### src/rtl/audma_pkg.sv
// Shared constants and types of the audio DMA engine.
package audma_pkg;
    localparam int PTR_W = 32;

    // register word indices
    localparam logic [2:0] RA_CTRL  = 3'd0;
    localparam logic [2:0] RA_STAT  = 3'd1;
    localparam logic [2:0] RA_TXCUR = 3'd2;
    localparam logic [2:0] RA_TXNXT = 3'd3;
    localparam logic [2:0] RA_RXCUR = 3'd4;
    localparam logic [2:0] RA_RXNXT = 3'd5;

    // control bits
    localparam int CB_TX    = 0;
    localparam int CB_RX    = 1;
    localparam int CB_CODEC = 2;

    // status bits
    localparam int SB_TXLD  = 0;
    localparam int SB_RXLD  = 1;
    localparam int SB_TXERR = 2;
    localparam int SB_RXERR = 3;

    // end-of-block events from a channel
    typedef struct packed {
        logic load;
        logic err;
    } chan_evt_t;
endpackage

### src/rtl/audma_codec_rst.sv
// Codec reset stretcher.
// Holds codec_rst_n low while codec_en is clear. After every fall it keeps
// the reset low for at least RST_CYC cycles. Assumes RST_CYC >= 2.
module audma_codec_rst #(
    parameter int RST_CYC = 16
) (
    input  logic clk,
    input  logic rst_n,
    input  logic codec_en,
    output logic codec_rst_n
);
    localparam int CW = $clog2(RST_CYC + 1);
    localparam logic [CW-1:0] CNT_TOP = CW'(RST_CYC - 1);

    logic          rel_q;
    logic [CW-1:0] cnt_q;

    // count reset cycles; release once the minimum has passed and enable is set
    always_ff @(posedge clk) begin
        if (!rst_n) begin
            rel_q <= 1'b0;
            cnt_q <= '0;
        end else if (rel_q) begin
            if (!codec_en) begin
                rel_q <= 1'b0;
                cnt_q <= '0;
            end
        end else begin
            if (cnt_q < CNT_TOP) cnt_q <= cnt_q + 1'b1;
            if (codec_en && cnt_q >= CNT_TOP) rel_q <= 1'b1;
        end
    end

    assign codec_rst_n = rel_q;

    AST_CODEC_HOLD: assert property (@(posedge clk) disable iff (!rst_n)
        !codec_en |=> !codec_rst_n);
    AST_CODEC_MIN: assert property (@(posedge clk) disable iff (!rst_n)
        codec_rst_n |-> cnt_q >= CNT_TOP);
endmodule

### src/rtl/audma_chan.sv
// One DMA direction: current/next pointer pair, word index and sample path.
// IS_RX selects the receive variant, which writes captured samples. The
// transmit variant prefetches words into a one-word holding register.
// Assumes the memory side acknowledges each request exactly once.
module audma_chan
    import audma_pkg::*;
#(
    parameter int BLK_WORDS = 1024,
    parameter bit IS_RX     = 1'b0
) (
    input  logic             clk,
    input  logic             rst_n,
    input  logic             en,
    input  logic             cur_we,
    input  logic             nxt_we,
    input  logic [PTR_W-1:0] wdata,
    output logic [PTR_W-1:0] cur_ptr,
    output logic [PTR_W-1:0] nxt_ptr,
    input  logic             smp_strobe,
    input  logic [7:0]       rx_sample,
    output logic [7:0]       tx_sample,
    output logic             mem_req,
    output logic [PTR_W-1:0] mem_addr,
    output logic [31:0]      mem_wdata,
    input  logic             mem_ack,
    input  logic [7:0]       mem_rbyte,
    output chan_evt_t        evt
);
    localparam int IDX_W = $clog2(BLK_WORDS);
    localparam int OFF_W = IDX_W + 2;
    localparam logic [IDX_W-1:0] IDX_LAST = IDX_W'(BLK_WORDS - 1);

    logic [PTR_W-1:0] cur_q, nxt_q, addr_q;
    logic [IDX_W-1:0] idx_q;
    logic             req_q;
    logic [7:0]       data_q;
    logic             data_v;
    logic             cur_ok, nxt_ok, blk_last, done, issue;
    logic [PTR_W-1:0] word_addr;

    assign cur_ok    = (cur_q != '1);
    assign nxt_ok    = (nxt_q != '1);
    assign blk_last  = (idx_q == IDX_LAST);
    assign done      = req_q && mem_ack;
    assign word_addr = {cur_q[PTR_W-1:OFF_W], idx_q, 2'b00};

    generate
        if (IS_RX) begin : g_rx
            logic [31:0] wd_q;
            assign issue = data_v && !req_q && cur_ok;

            // capture a codec sample on each strobe while running
            always_ff @(posedge clk) begin
                if (!rst_n) begin
                    data_q <= '0;
                    data_v <= 1'b0;
                end else if (smp_strobe && en && cur_ok) begin
                    data_q <= rx_sample;
                    data_v <= 1'b1;
                end else if (issue || !cur_ok) begin
                    data_v <= 1'b0;
                end
            end

            // latch the write word when the request starts
            always_ff @(posedge clk) begin
                if (!rst_n)     wd_q <= '0;
                else if (issue) wd_q <= {8'h00, data_q, 16'h0000};
            end

            assign mem_wdata = wd_q;
            assign tx_sample = 8'h00;
        end else begin : g_tx
            logic [7:0] out_q;
            assign issue = en && cur_ok && !data_v && !req_q;

            // fill the holding register from memory, empty it on strobe
            always_ff @(posedge clk) begin
                if (!rst_n) begin
                    data_q <= '0;
                    data_v <= 1'b0;
                end else if (done) begin
                    data_q <= mem_rbyte;
                    data_v <= 1'b1;
                end else if (smp_strobe) begin
                    data_v <= 1'b0;
                end
            end

            // present the held sample, or silence on underrun
            always_ff @(posedge clk) begin
                if (!rst_n)          out_q <= '0;
                else if (smp_strobe) out_q <= data_v ? data_q : 8'h00;
            end

            assign mem_wdata = '0;
            assign tx_sample = out_q;
        end
    endgenerate

    // request register: raised on issue, held until acknowledged
    always_ff @(posedge clk) begin
        if (!rst_n) begin
            req_q  <= 1'b0;
            addr_q <= '0;
        end else if (done) begin
            req_q  <= 1'b0;
        end else if (issue) begin
            req_q  <= 1'b1;
            addr_q <= word_addr;
        end
    end

    // pointer chaining and word index; software writes take priority
    always_ff @(posedge clk) begin
        if (!rst_n) begin
            cur_q <= '1;
            nxt_q <= '1;
            idx_q <= '0;
        end else begin
            if (done) begin
                if (blk_last) begin
                    idx_q <= '0;
                    if (nxt_ok) begin
                        cur_q <= nxt_q;
                        nxt_q <= '1;
                    end else begin
                        cur_q <= '1;
                    end
                end else begin
                    idx_q <= idx_q + 1'b1;
                end
            end
            if (nxt_we) nxt_q <= wdata;
            if (cur_we) begin
                cur_q <= wdata;
                idx_q <= '0;
            end
        end
    end

    assign evt.load = done && blk_last && nxt_ok;
    assign evt.err  = done && blk_last && !nxt_ok;
    assign cur_ptr  = cur_q;
    assign nxt_ptr  = nxt_q;
    assign mem_req  = req_q;
    assign mem_addr = addr_q;

    AST_REQ_HELD: assert property (@(posedge clk) disable iff (!rst_n)
        mem_req && !mem_ack |=> mem_req && $stable(mem_addr));
    AST_HANDOFF: assert property (@(posedge clk) disable iff (!rst_n)
        evt.load && !cur_we |=> cur_ptr == $past(nxt_ptr));
    AST_NXT_CONSUMED: assert property (@(posedge clk) disable iff (!rst_n)
        evt.load && !nxt_we |=> nxt_ptr == '1);
    AST_ERR_INVAL: assert property (@(posedge clk) disable iff (!rst_n)
        evt.err && !cur_we |=> cur_ptr == '1);
endmodule

### src/rtl/audio_dma_engine.sv
// Dual-pointer audio DMA engine top.
// Holds the control and status registers, arbitrates one memory port
// between the two directions (receive first) and drives the codec reset.
// Assumes BLK_WORDS is a power of two and at least 2.
module audio_dma_engine
    import audma_pkg::*;
#(
    parameter int BLK_WORDS = 1024,
    parameter int RST_CYC   = 16
) (
    input  logic             clk,
    input  logic             rst_n,
    input  logic             reg_wr,
    input  logic [2:0]       reg_addr,
    input  logic [31:0]      reg_wdata,
    output logic [31:0]      reg_rdata,
    output logic             irq,
    output logic             mem_req,
    output logic             mem_we,
    output logic [PTR_W-1:0] mem_addr,
    output logic [31:0]      mem_wdata,
    input  logic             mem_ack,
    input  logic [31:0]      mem_rdata,
    input  logic             smp_strobe,
    input  logic [7:0]       rx_sample,
    output logic [7:0]       tx_sample,
    output logic             codec_rst_n
);
    logic [2:0]       ctrl_q;
    logic [3:0]       stat_q;
    logic [3:0]       stat_clr;
    logic             busy_q, own_rx_q, sel_rx;
    chan_evt_t        tx_evt, rx_evt;
    logic [PTR_W-1:0] tx_cur, tx_nxt, rx_cur, rx_nxt;
    logic             tx_req, rx_req;
    logic [PTR_W-1:0] tx_addr, rx_addr;
    logic [31:0]      tx_wd, rx_wd;
    logic [7:0]       rx_unused_out;

    audma_chan #(.BLK_WORDS(BLK_WORDS), .IS_RX(1'b0)) u_tx (
        .clk(clk), .rst_n(rst_n), .en(ctrl_q[CB_TX]),
        .cur_we(reg_wr && reg_addr == RA_TXCUR),
        .nxt_we(reg_wr && reg_addr == RA_TXNXT),
        .wdata(reg_wdata), .cur_ptr(tx_cur), .nxt_ptr(tx_nxt),
        .smp_strobe(smp_strobe), .rx_sample(8'h00), .tx_sample(tx_sample),
        .mem_req(tx_req), .mem_addr(tx_addr), .mem_wdata(tx_wd),
        .mem_ack(mem_ack && !sel_rx), .mem_rbyte(mem_rdata[23:16]),
        .evt(tx_evt));

    audma_chan #(.BLK_WORDS(BLK_WORDS), .IS_RX(1'b1)) u_rx (
        .clk(clk), .rst_n(rst_n), .en(ctrl_q[CB_RX]),
        .cur_we(reg_wr && reg_addr == RA_RXCUR),
        .nxt_we(reg_wr && reg_addr == RA_RXNXT),
        .wdata(reg_wdata), .cur_ptr(rx_cur), .nxt_ptr(rx_nxt),
        .smp_strobe(smp_strobe), .rx_sample(rx_sample), .tx_sample(rx_unused_out),
        .mem_req(rx_req), .mem_addr(rx_addr), .mem_wdata(rx_wd),
        .mem_ack(mem_ack && sel_rx), .mem_rbyte(mem_rdata[23:16]),
        .evt(rx_evt));

    audma_codec_rst #(.RST_CYC(RST_CYC)) u_crst (
        .clk(clk), .rst_n(rst_n), .codec_en(ctrl_q[CB_CODEC]),
        .codec_rst_n(codec_rst_n));

    // control word: software writes, a stopped channel clears its enable
    always_ff @(posedge clk) begin
        if (!rst_n) begin
            ctrl_q <= '0;
        end else begin
            if (reg_wr && reg_addr == RA_CTRL) ctrl_q <= reg_wdata[2:0];
            if (tx_evt.err) ctrl_q[CB_TX] <= 1'b0;
            if (rx_evt.err) ctrl_q[CB_RX] <= 1'b0;
        end
    end

    assign stat_clr = (reg_wr && reg_addr == RA_STAT) ? reg_wdata[3:0] : 4'h0;

    // status flags: write-one-to-clear, new events win
    always_ff @(posedge clk) begin
        if (!rst_n) stat_q <= '0;
        else        stat_q <= (stat_q & ~stat_clr) |
                              {rx_evt.err, tx_evt.err, rx_evt.load, tx_evt.load};
    end

    // memory port ownership: receive first, held until acknowledged
    always_ff @(posedge clk) begin
        if (!rst_n) begin
            busy_q   <= 1'b0;
            own_rx_q <= 1'b0;
        end else if (mem_ack) begin
            busy_q   <= 1'b0;
        end else if (!busy_q && mem_req) begin
            busy_q   <= 1'b1;
            own_rx_q <= rx_req;
        end
    end

    assign sel_rx    = busy_q ? own_rx_q : rx_req;
    assign mem_req   = tx_req || rx_req;
    assign mem_we    = sel_rx;
    assign mem_addr  = sel_rx ? rx_addr : tx_addr;
    assign mem_wdata = sel_rx ? rx_wd : tx_wd;
    assign irq       = |stat_q;

    // register read mux
    always_comb begin
        case (reg_addr)
            RA_CTRL:  reg_rdata = {29'd0, ctrl_q};
            RA_STAT:  reg_rdata = {28'd0, stat_q};
            RA_TXCUR: reg_rdata = tx_cur;
            RA_TXNXT: reg_rdata = tx_nxt;
            RA_RXCUR: reg_rdata = rx_cur;
            RA_RXNXT: reg_rdata = rx_nxt;
            default:  reg_rdata = 32'd0;
        endcase
    end

    AST_ERR_STOPS_TX: assert property (@(posedge clk) disable iff (!rst_n)
        tx_evt.err |=> !ctrl_q[CB_TX]);
    AST_ERR_STOPS_RX: assert property (@(posedge clk) disable iff (!rst_n)
        rx_evt.err |=> !ctrl_q[CB_RX]);
    AST_LOAD_IRQ: assert property (@(posedge clk) disable iff (!rst_n)
        (tx_evt.load || rx_evt.load) |=> irq);
    AST_ONE_OWNER: assert property (@(posedge clk) disable iff (!rst_n)
        busy_q && !mem_ack |=> $stable(sel_rx));
endmodule

### config.mk
export PLATFORM = sky130hd
export DESIGN_NAME = audio_dma_engine
export DESIGN_NICKNAME = d
export VERILOG_FILES = /design/src/rtl/audma_pkg.sv /design/src/rtl/audma_codec_rst.sv /design/src/rtl/audma_chan.sv /design/src/rtl/audio_dma_engine.sv
export SDC_FILE = /design/constraint.sdc
export NUM_CORES = 1
export LEC_CHECK = 0
export ABC_AREA = 1
export BUFFER_PORTS_ARGS = -buffer_cell sky130_fd_sc_hd__buf_4
export CAP_MARGIN = 40
export CORE_AREA = 3 3 178 146
export DETAILED_ROUTE_END_ITERATION = 8
export DIE_AREA = 0 0 181 149
export GPL_TIMING_DRIVEN = 1
export HOLD_SLACK_MARGIN = 0.1
export PLACE_DENSITY = 0.73
export SLEW_MARGIN = 20
export SYNTH_ARGS = -nofsm -noshare
export SYNTH_HDL_FRONTEND = slang
export SYNTH_SLANG_ARGS = --single-unit
### constraint.sdc
create_clock -name clk -period 1.55 [get_ports clk]
set_input_delay 0.0775 -clock clk [delete_from_list [all_inputs] [get_ports clk]]
set_output_delay 0.0775 -clock clk [all_outputs]
set_load 0.05 [all_outputs]
==> impl_metrics.json, run 1 <==
{
  "worst_slack_ps": -294,
  "row_count": 51,
  "seq_area_mm2": 0.00527,
  "power_w": 0.0168,
  "synth.yosys.warnings": 0,
  "remaining_drc_errors": 0,
  "mostFrequentLayoutCells": "nand2_1 (581), buf_4 (221), nand3_1 (204), dfxtp_1 (195), inv_1 (126)",
  "tritoncts.num_buffers": 27,
  "die_h_um": 149,
  "yosys-top-cells-area": "dfxtp_1 (41%), nand2_1 (20%), nand3_1 (9.2%), a21oi_1 (4.6%), inv_1 (4.1%)",
  "vias": 15000,
  "synth_top_area_share_pct": 41.2,
  "ys_seq_elements": 259,
  "track_usage_pct": 31.3,
  "end_kind": "output port",
  "sequentialPowerShare_pct": 41.3,
  "final_nets": 2287,
  "switchingPower_w": 0.00489,
  "globalRouteOverflowTotal": 0,
  "initialDrtViolationCount": 1991,
  "ant_nets": 0,
  "synth_edf_count": 0,
  "pre_cts_ws_ps": -350,
  "num_io_pins": 188,
  "cap_viol_max_count": 0,
  "fin_skew_ps": 38.4,
  "synth-seq-area-share_pct": 41.2,
  "layout_commonest_cell": "nand2_1",
  "post-route-util_pct": 76.7,
  "dp_hpwl_mm": 27.5,
  "wl_mm": 50.9,
  "p_int_w": 0.0119,
  "p_sw_share_pct": 29.2,
  "clkTransAtPathRegs_ps": 60,
  "worstSkewPairLatency_ps": 560,
  "slew_violations": 0,
  "hp-class": "in2reg",
  "clockBufferDepth": 3,
  "p_leak_nw": 8.93,
  "rsz0062_at_grt": "true",
  "fp.coreArea_mm2": 0.0242,
  "area_growth_pct": 47.5,
  "yosys_most_used_dff": "dfxtp_1",
  "via_per_inst": 5.92,
  "antenna_found_initial": 0,
  "nFillCells": 1583,
  "place.gp.congestion": 0.907,
  "grt_max_degree": 77,
  "post-synth-top-area-cell": "dfxtp_1",
  "syn-cell-area_mm2": 0.0126,
  "max_freq_ghz": 0.542,
  "synthCells": 1893,
  "ir_drop_uv": 791,
  "post-route-period-util_pct": 119,
  "period_minus_slack_ps": 1840,
  "cp_max_fo": 7,
  "ys_types": 41,
  "htreeDepth": 1,
  "stdcell_count": 2541,
  "multi_input_area_mm2": 0.00737,
  "start_util_pct": 52.0,
  "p_per_area_mw_per_mm2": 905,
  "clock_power_share_pct": 40.9,
  "dp_cells": 2400,
  "grt_pass1_vias": 13300,
  "combPwrFrac_pct": 17.8,
  "die_w_um": 181,
  "worstSetupPathType": "reg2out",
  "critical_path_required_ps": 1470,
  "portBuffers": 137,
  "first_pass_iters": 9,
  "grt_pass1_wl_mm": 69.4,
  "cts_tree": "yes",
  "dieArea_mm2": 0.0270,
  "setup_viol": 263,
  "cp.arrival_ps": 1770,
  "wire_per_inst_um": 20.0,
  "cts_sinks": 259,
  "syn-mean-instance-area_um2": 6.64,
  "status": "complete, but fails checks",
  "worst_setup_path_start_kind": "flop",
  "clockRootBuffer": "clkbuf_16",
  "drive_above_1_share_pct": 32.0,
  "async_flop_share_pct": 0,
  "violations": "setup timing",
  "finalHoldViolCount": 0
}
[state kept, by name (all words and copies together) (netlist names), 5 cells and up]
signal	count
u_rx.cur_ptr	32
u_rx.nxt_ptr	32
u_tx.cur_ptr	32
u_tx.nxt_ptr	32
u_rx.mem_addr	30
u_tx.mem_addr	30
u_rx.idx_q	10
u_tx.idx_q	10
u_rx.data_q	8
u_rx.mem_wdata	8
u_tx.data_q	8
u_tx.tx_sample	8
u_crst.cnt_q	5
[critical path, stage by stage, from the launching register on]
cell and delay [ps]:
dfxtp_4 370, inv_4 70, nand2_4 60, nand2_8 120, clkinv_8 90, clkbuf_16 180, nand2_2 60, nand2_2 100
buf_8 170
[cell families after synthesis]
group           Yosys count  share of synthesized area (%)
flops                   259                           41.2
buf+inv                 289                           10.2
xor+xnor                  5                          0.348
other cells               1                         0.0298
simple gates           1034                           34.4
compound gates          301                           13.4
fa+ha+maj                 4                          0.398
[per-stage QoR]
step           TNS, ps  hold WS [ps]  cell area [um^2]
2_1_floorplan     -158           157             12700
3_3_place_gp    -15440           283             14900
3_5_place_dp    -20120           286             14900
4_1_cts         -14130           130             17500
5_1_grt         -52620           218             18500
6_report        -36850           169             18500
[layout make-up]
type                            count  share of cell area, %
Multi-Input combinational cell   1374                   39.7
Sequential cell                   259                   28.4
Timing Repair Buffer              392                   21.6
Clock buffer                       41                   4.31
Inverter                          148                   3.14
Tap cell                          318                   2.15
Clock inverter                      7                  0.614
Timing Repair inverter              1                 0.0405
Antenna cell                        1                 0.0135
[metal layers]
| layer | wire, um | up-vias | global-route usage [%] |
|---|---|---|---|
| met1 | 18800 | 6926 | 41.2 |
| met5 | 0 | - | 0 |
| met2 | 23100 | 1124 | 50.6 |
| met3 | 5530 | 284 | 4.95 |
| met4 | 3460 | 0 | 15.5 |
| li1 | - | 6708 | - |
[worst paths after layout]
check | startpoint | endpoint | slack (ps) | depth (start not counted)
worst max-delay path | busy_q | mem_addr[31] | -290 | 8
worst min-delay path | reg_addr[2] | stat_q[1] | 170 | 5
worst max register to register | busy_q | u_rx.nxt_ptr[29] | -270 | 13
worst min register to register | u_rx.mem_addr[8] | u_rx.mem_addr[8] | 460 | 2
[power groups by stage]
stage          Combinational, W  Clock [W]  Sequential (W)
3_5_place_dp            0.00233          0         0.00703
4_1_cts                 0.00265    0.00675         0.00691
3_3_place_gp            0.00230          0         0.00703
2_1_floorplan           0.00150          0         0.00704
6_report                0.00299    0.00685         0.00693
5_1_grt                 0.00314    0.00713         0.00694
[cell usage after synthesis (2+ instances only)]
master    count
nand2_1     678
xnor2_1       2
nand3_1     231
a211oi_1      2
buf_4        34
clkbuf_1     60
nand2_4       3
nor2_1       92
nand4_1       3
inv_2         9
nor3_1        5
buf_1         8
nor3_2        3
dfxtp_1     259
o211ai_1     32
nor2_4        2
buf_6         3
inv_1       137
ha_1          4
o21ai_1      70
a21oi_1     115
nor2_2        5
xor2_1        3
a22oi_1      31
buf_2        36
nor2_8        2
o21bai_1      3
clkinv_1      2
o21ai_0      47
[timing repair]
action | CTS | global route
hold buffers | 55 | 0
gates cloned | 7 | 8
setup buffers | 31 | 18
setup endpoints to repair | 252 | 300
gates resized for setup | 241 | 244
pin swaps | 67 | 65
hold endpoints to repair | 172 | 0
Note: power is estimated with default switching activity, not from simulation.
==> inputs of run 2 (changes only) <==
--- a/config.mk
+++ b/config.mk
@@ -5,12 +5,11 @@
 export SDC_FILE = /design/constraint.sdc
 export NUM_CORES = 1
 export LEC_CHECK = 0
-export ABC_AREA = 1
 export BUFFER_PORTS_ARGS = -buffer_cell sky130_fd_sc_hd__buf_4
 export CAP_MARGIN = 40
-export CORE_AREA = 3 3 178 146
+export CORE_AREA = 3 3 175 143
 export DETAILED_ROUTE_END_ITERATION = 8
-export DIE_AREA = 0 0 181 149
+export DIE_AREA = 0 0 178 146
 export GPL_TIMING_DRIVEN = 1
 export HOLD_SLACK_MARGIN = 0.1
 export PLACE_DENSITY = 0.73
==> impl_metrics.json, run 2 <==
{
  "wl_mm": 54.5,
  "cts_sinks": 259,
  "async_flop_share_pct": 0,
  "r2r_start": "u_rx.nxt_ptr[29]",
  "cp.arrival_ps": 2610,
  "dp_cells": 1986,
  "status": "complete, but fails checks",
  "violations": "setup timing",
  "synth_edf_count": 0,
  "drive_above_1_share_pct": 40.8,
  "cap_viol_max_count": 0,
  "die_w_um": 178,
  "yosys_most_used_dff": "dfxtp_1",
  "end_kind": "flop",
  "portBuffers": 137,
  "worstSkewPairLatency_ps": 550,
  "clockBufferDepth": 3,
  "max_freq_ghz": 0.456,
  "globalRouteOverflowTotal": 0,
  "tritoncts.num_buffers": 27,
  "ys_types": 60,
  "track_usage_pct": 33.1,
  "cts_tree": "yes",
  "synthCells": 1451,
  "final_nets": 1906,
  "clockRootBuffer": "clkbuf_16",
  "ant_nets": 0,
  "rsz0062_at_grt": "true",
  "slowest_delay_ps": 440,
  "synth_top_area_share_pct": 42.7,
  "worstSetupPathType": "reg2reg",
  "cp.buffers_inverters": 4,
  "remaining_drc_errors": 0,
  "cp_max_fo": 8,
  "finalHoldViolCount": 0,
  "rr_worst_depth": 8,
  "start_util_pct": 52.0,
  "critical_path_required_ps": 1970,
  "ir_drop_uv": 687,
  "worst_setup_path_start_kind": "flop",
  "clkTransAtPathRegs_ps": 60,
  "worst_slack_ps": -642,
  "fin_skew_ps": 19.6,
  "num_antenna_cells": 0,
  "p_per_area_mw_per_mm2": 836,
  "slew_violations": 0,
  "syn-mean-instance-area_um2": 8.37,
  "grt_pass1_wl_mm": 69.0,
  "dieArea_mm2": 0.0260,
  "first_pass_iters": 9,
  "period_minus_slack_ps": 2190,
  "grt_max_degree": 101,
  "synth-seq-area-share_pct": 42.7,
  "path_cells": "nand4_1, nor4_2, buf_4, a211oi_4, buf_6, buf_12, buf_16, o32a_1",
  "grt_pass1_vias": 12500,
  "layout_commonest_cell": "nand2_1",
  "ys_seq_elements": 259,
  "dp_hpwl_mm": 26.8,
  "post-synth-top-area-cell": "dfxtp_1",
  "setup_viol": 301,
  "synth.yosys.warnings": 0,
  "fp.coreArea_mm2": 0.0233,
  "mostFrequentLayoutCells": "nand2_1 (286), buf_4 (242), dfxtp_1 (206), mux2i_1 (78), o32a_1 (64)",
  "vias": 14200,
  "ff2ff_setup_slack_ps": -640,
  "p_leak_nw": 7.97,
  "syn-cell-area_mm2": 0.0121,
  "antenna_found_initial": 1,
  "stdcell_count": 2151,
  "hold_start": "reg_addr[1]",
  "post-route-period-util_pct": 141,
  "yosys-top-cells-area": "dfxtp_1 (43%), nand2_1 (12%), mux2i_1 (6.6%), o32a_1 (5.3%), a22oi_1 (3.8%)",
  "num_io_pins": 188,
  "crit_family": "buffers and inverters",
  "synth.most_common_cell": "nand2_1",
  "row_count": 50,
  "whs_endpoint": "ctrl_q[2]",
  "timing.rr.end": "u_rx.nxt_ptr[29]",
  "via_per_inst": 6.60,
  "power_w": 0.0160,
  "place.gp.congestion": 0.867,
  "cp_slowest_cell": "nor4_2",
  "wire_per_inst_um": 25.3,
  "htreeDepth": 1,
  "area_growth_pct": 57.5,
  "die_h_um": 146,
  "hp-class": "in2reg",
  "initialDrtViolationCount": 2116,
  "hold_depth": 5,
  "synth_common_cells": "nand2_1 (372), dfxtp_1 (259), clkbuf_1 (90)"
}
## run 2: area by class of cell
type	instances	area [um^2]
clock inverters	6	55.1
flip-flops and latches	259	5260
fillers	1143	4220
clock buffers	40	815
multi-input cells	1073	7580
well taps	312	390
inverters	5	18.8
repair buffers	456	4990
## run 2: through the flow
stage | setup TNS (ps) | util, % | hold slack (ps) | setup slack, ps | cell area (um^2)
floorplan | -20200 | - | 149 | -233 | 12400
global placement | -32460 | 64.1 | 292 | -321 | 15000
detailed placement | -36730 | 64.1 | 299 | -293 | 15000
CTS | -61840 | 75.4 | 127 | -457 | 17600
global route | -101670 | 81.9 | 167 | -636 | 19100
finish | -95070 | 81.9 | 113 | -642 | 19100
## run 2: worst max path at each step
| stage | start | to | slack (ps) | cells after the start |
|---|---|---|---|---|
| floorplan | busy_q | u_rx.nxt_ptr[10] | -230 | 6 |
| global placement | u_rx.nxt_ptr[16] | u_rx.nxt_ptr[4] | -320 | 6 |
| detailed placement | u_rx.nxt_ptr[16] | u_rx.nxt_ptr[1] | -290 | 6 |
| CTS | u_rx.nxt_ptr[1] | reg_rdata[1] | -460 | 4 |
| global route | u_rx.nxt_ptr[29] | u_rx.nxt_ptr[29] | -640 | 8 |
| finish | u_rx.nxt_ptr[29] | u_rx.nxt_ptr[29] | -640 | 8 |
## run 2: cell families after synthesis
group,after synthesis,share of synthesized area (%)
AO/OA/AOI/OAI,281,16.5
XOR/XNOR,12,0.866
adder cells (fa/ha/maj),4,0.412
buffers and inverters,144,5.59
flip-flops,259,42.7
multiplexers,122,10.6
other,1,0.0309
AND/OR/NAND/NOR,628,23.3
## run 2: report_power, final
part	switching, W	total (W)	internal, W
logic	0.00158	0.00259	0.00101
registers	0.0000715	0.00681	0.00674
clock network	0.00280	0.00657	0.00376
## run 2: metal layers
metal | up-vias | global-route usage (%) | share of wire [%]
met3 | 387 | 9.49 | 14
met5 | - | 0 | 0.020
met4 | 2 | 12.2 | 7.1
met1 | 6707 | 44.4 | 36
li1 | 5855 | - | -
met2 | 1245 | 50.7 | 44
## run 2: repair_timing
item                                   4_1_cts  5_1_grt
endpoints found under the hold margin      166        0
pin swaps                                   38      127
gates cloned                                16       13
setup endpoints to repair                  292      313
setup buffers                               21       30
hold buffers                                51        0
resized for setup                          200      283
## run 2: worst min-delay path, delay by kind of cell
family	cells	cell delay (ps)
buffers and inverters	2	300
AND/OR/NAND/NOR	2	150
multiplexers	1	110
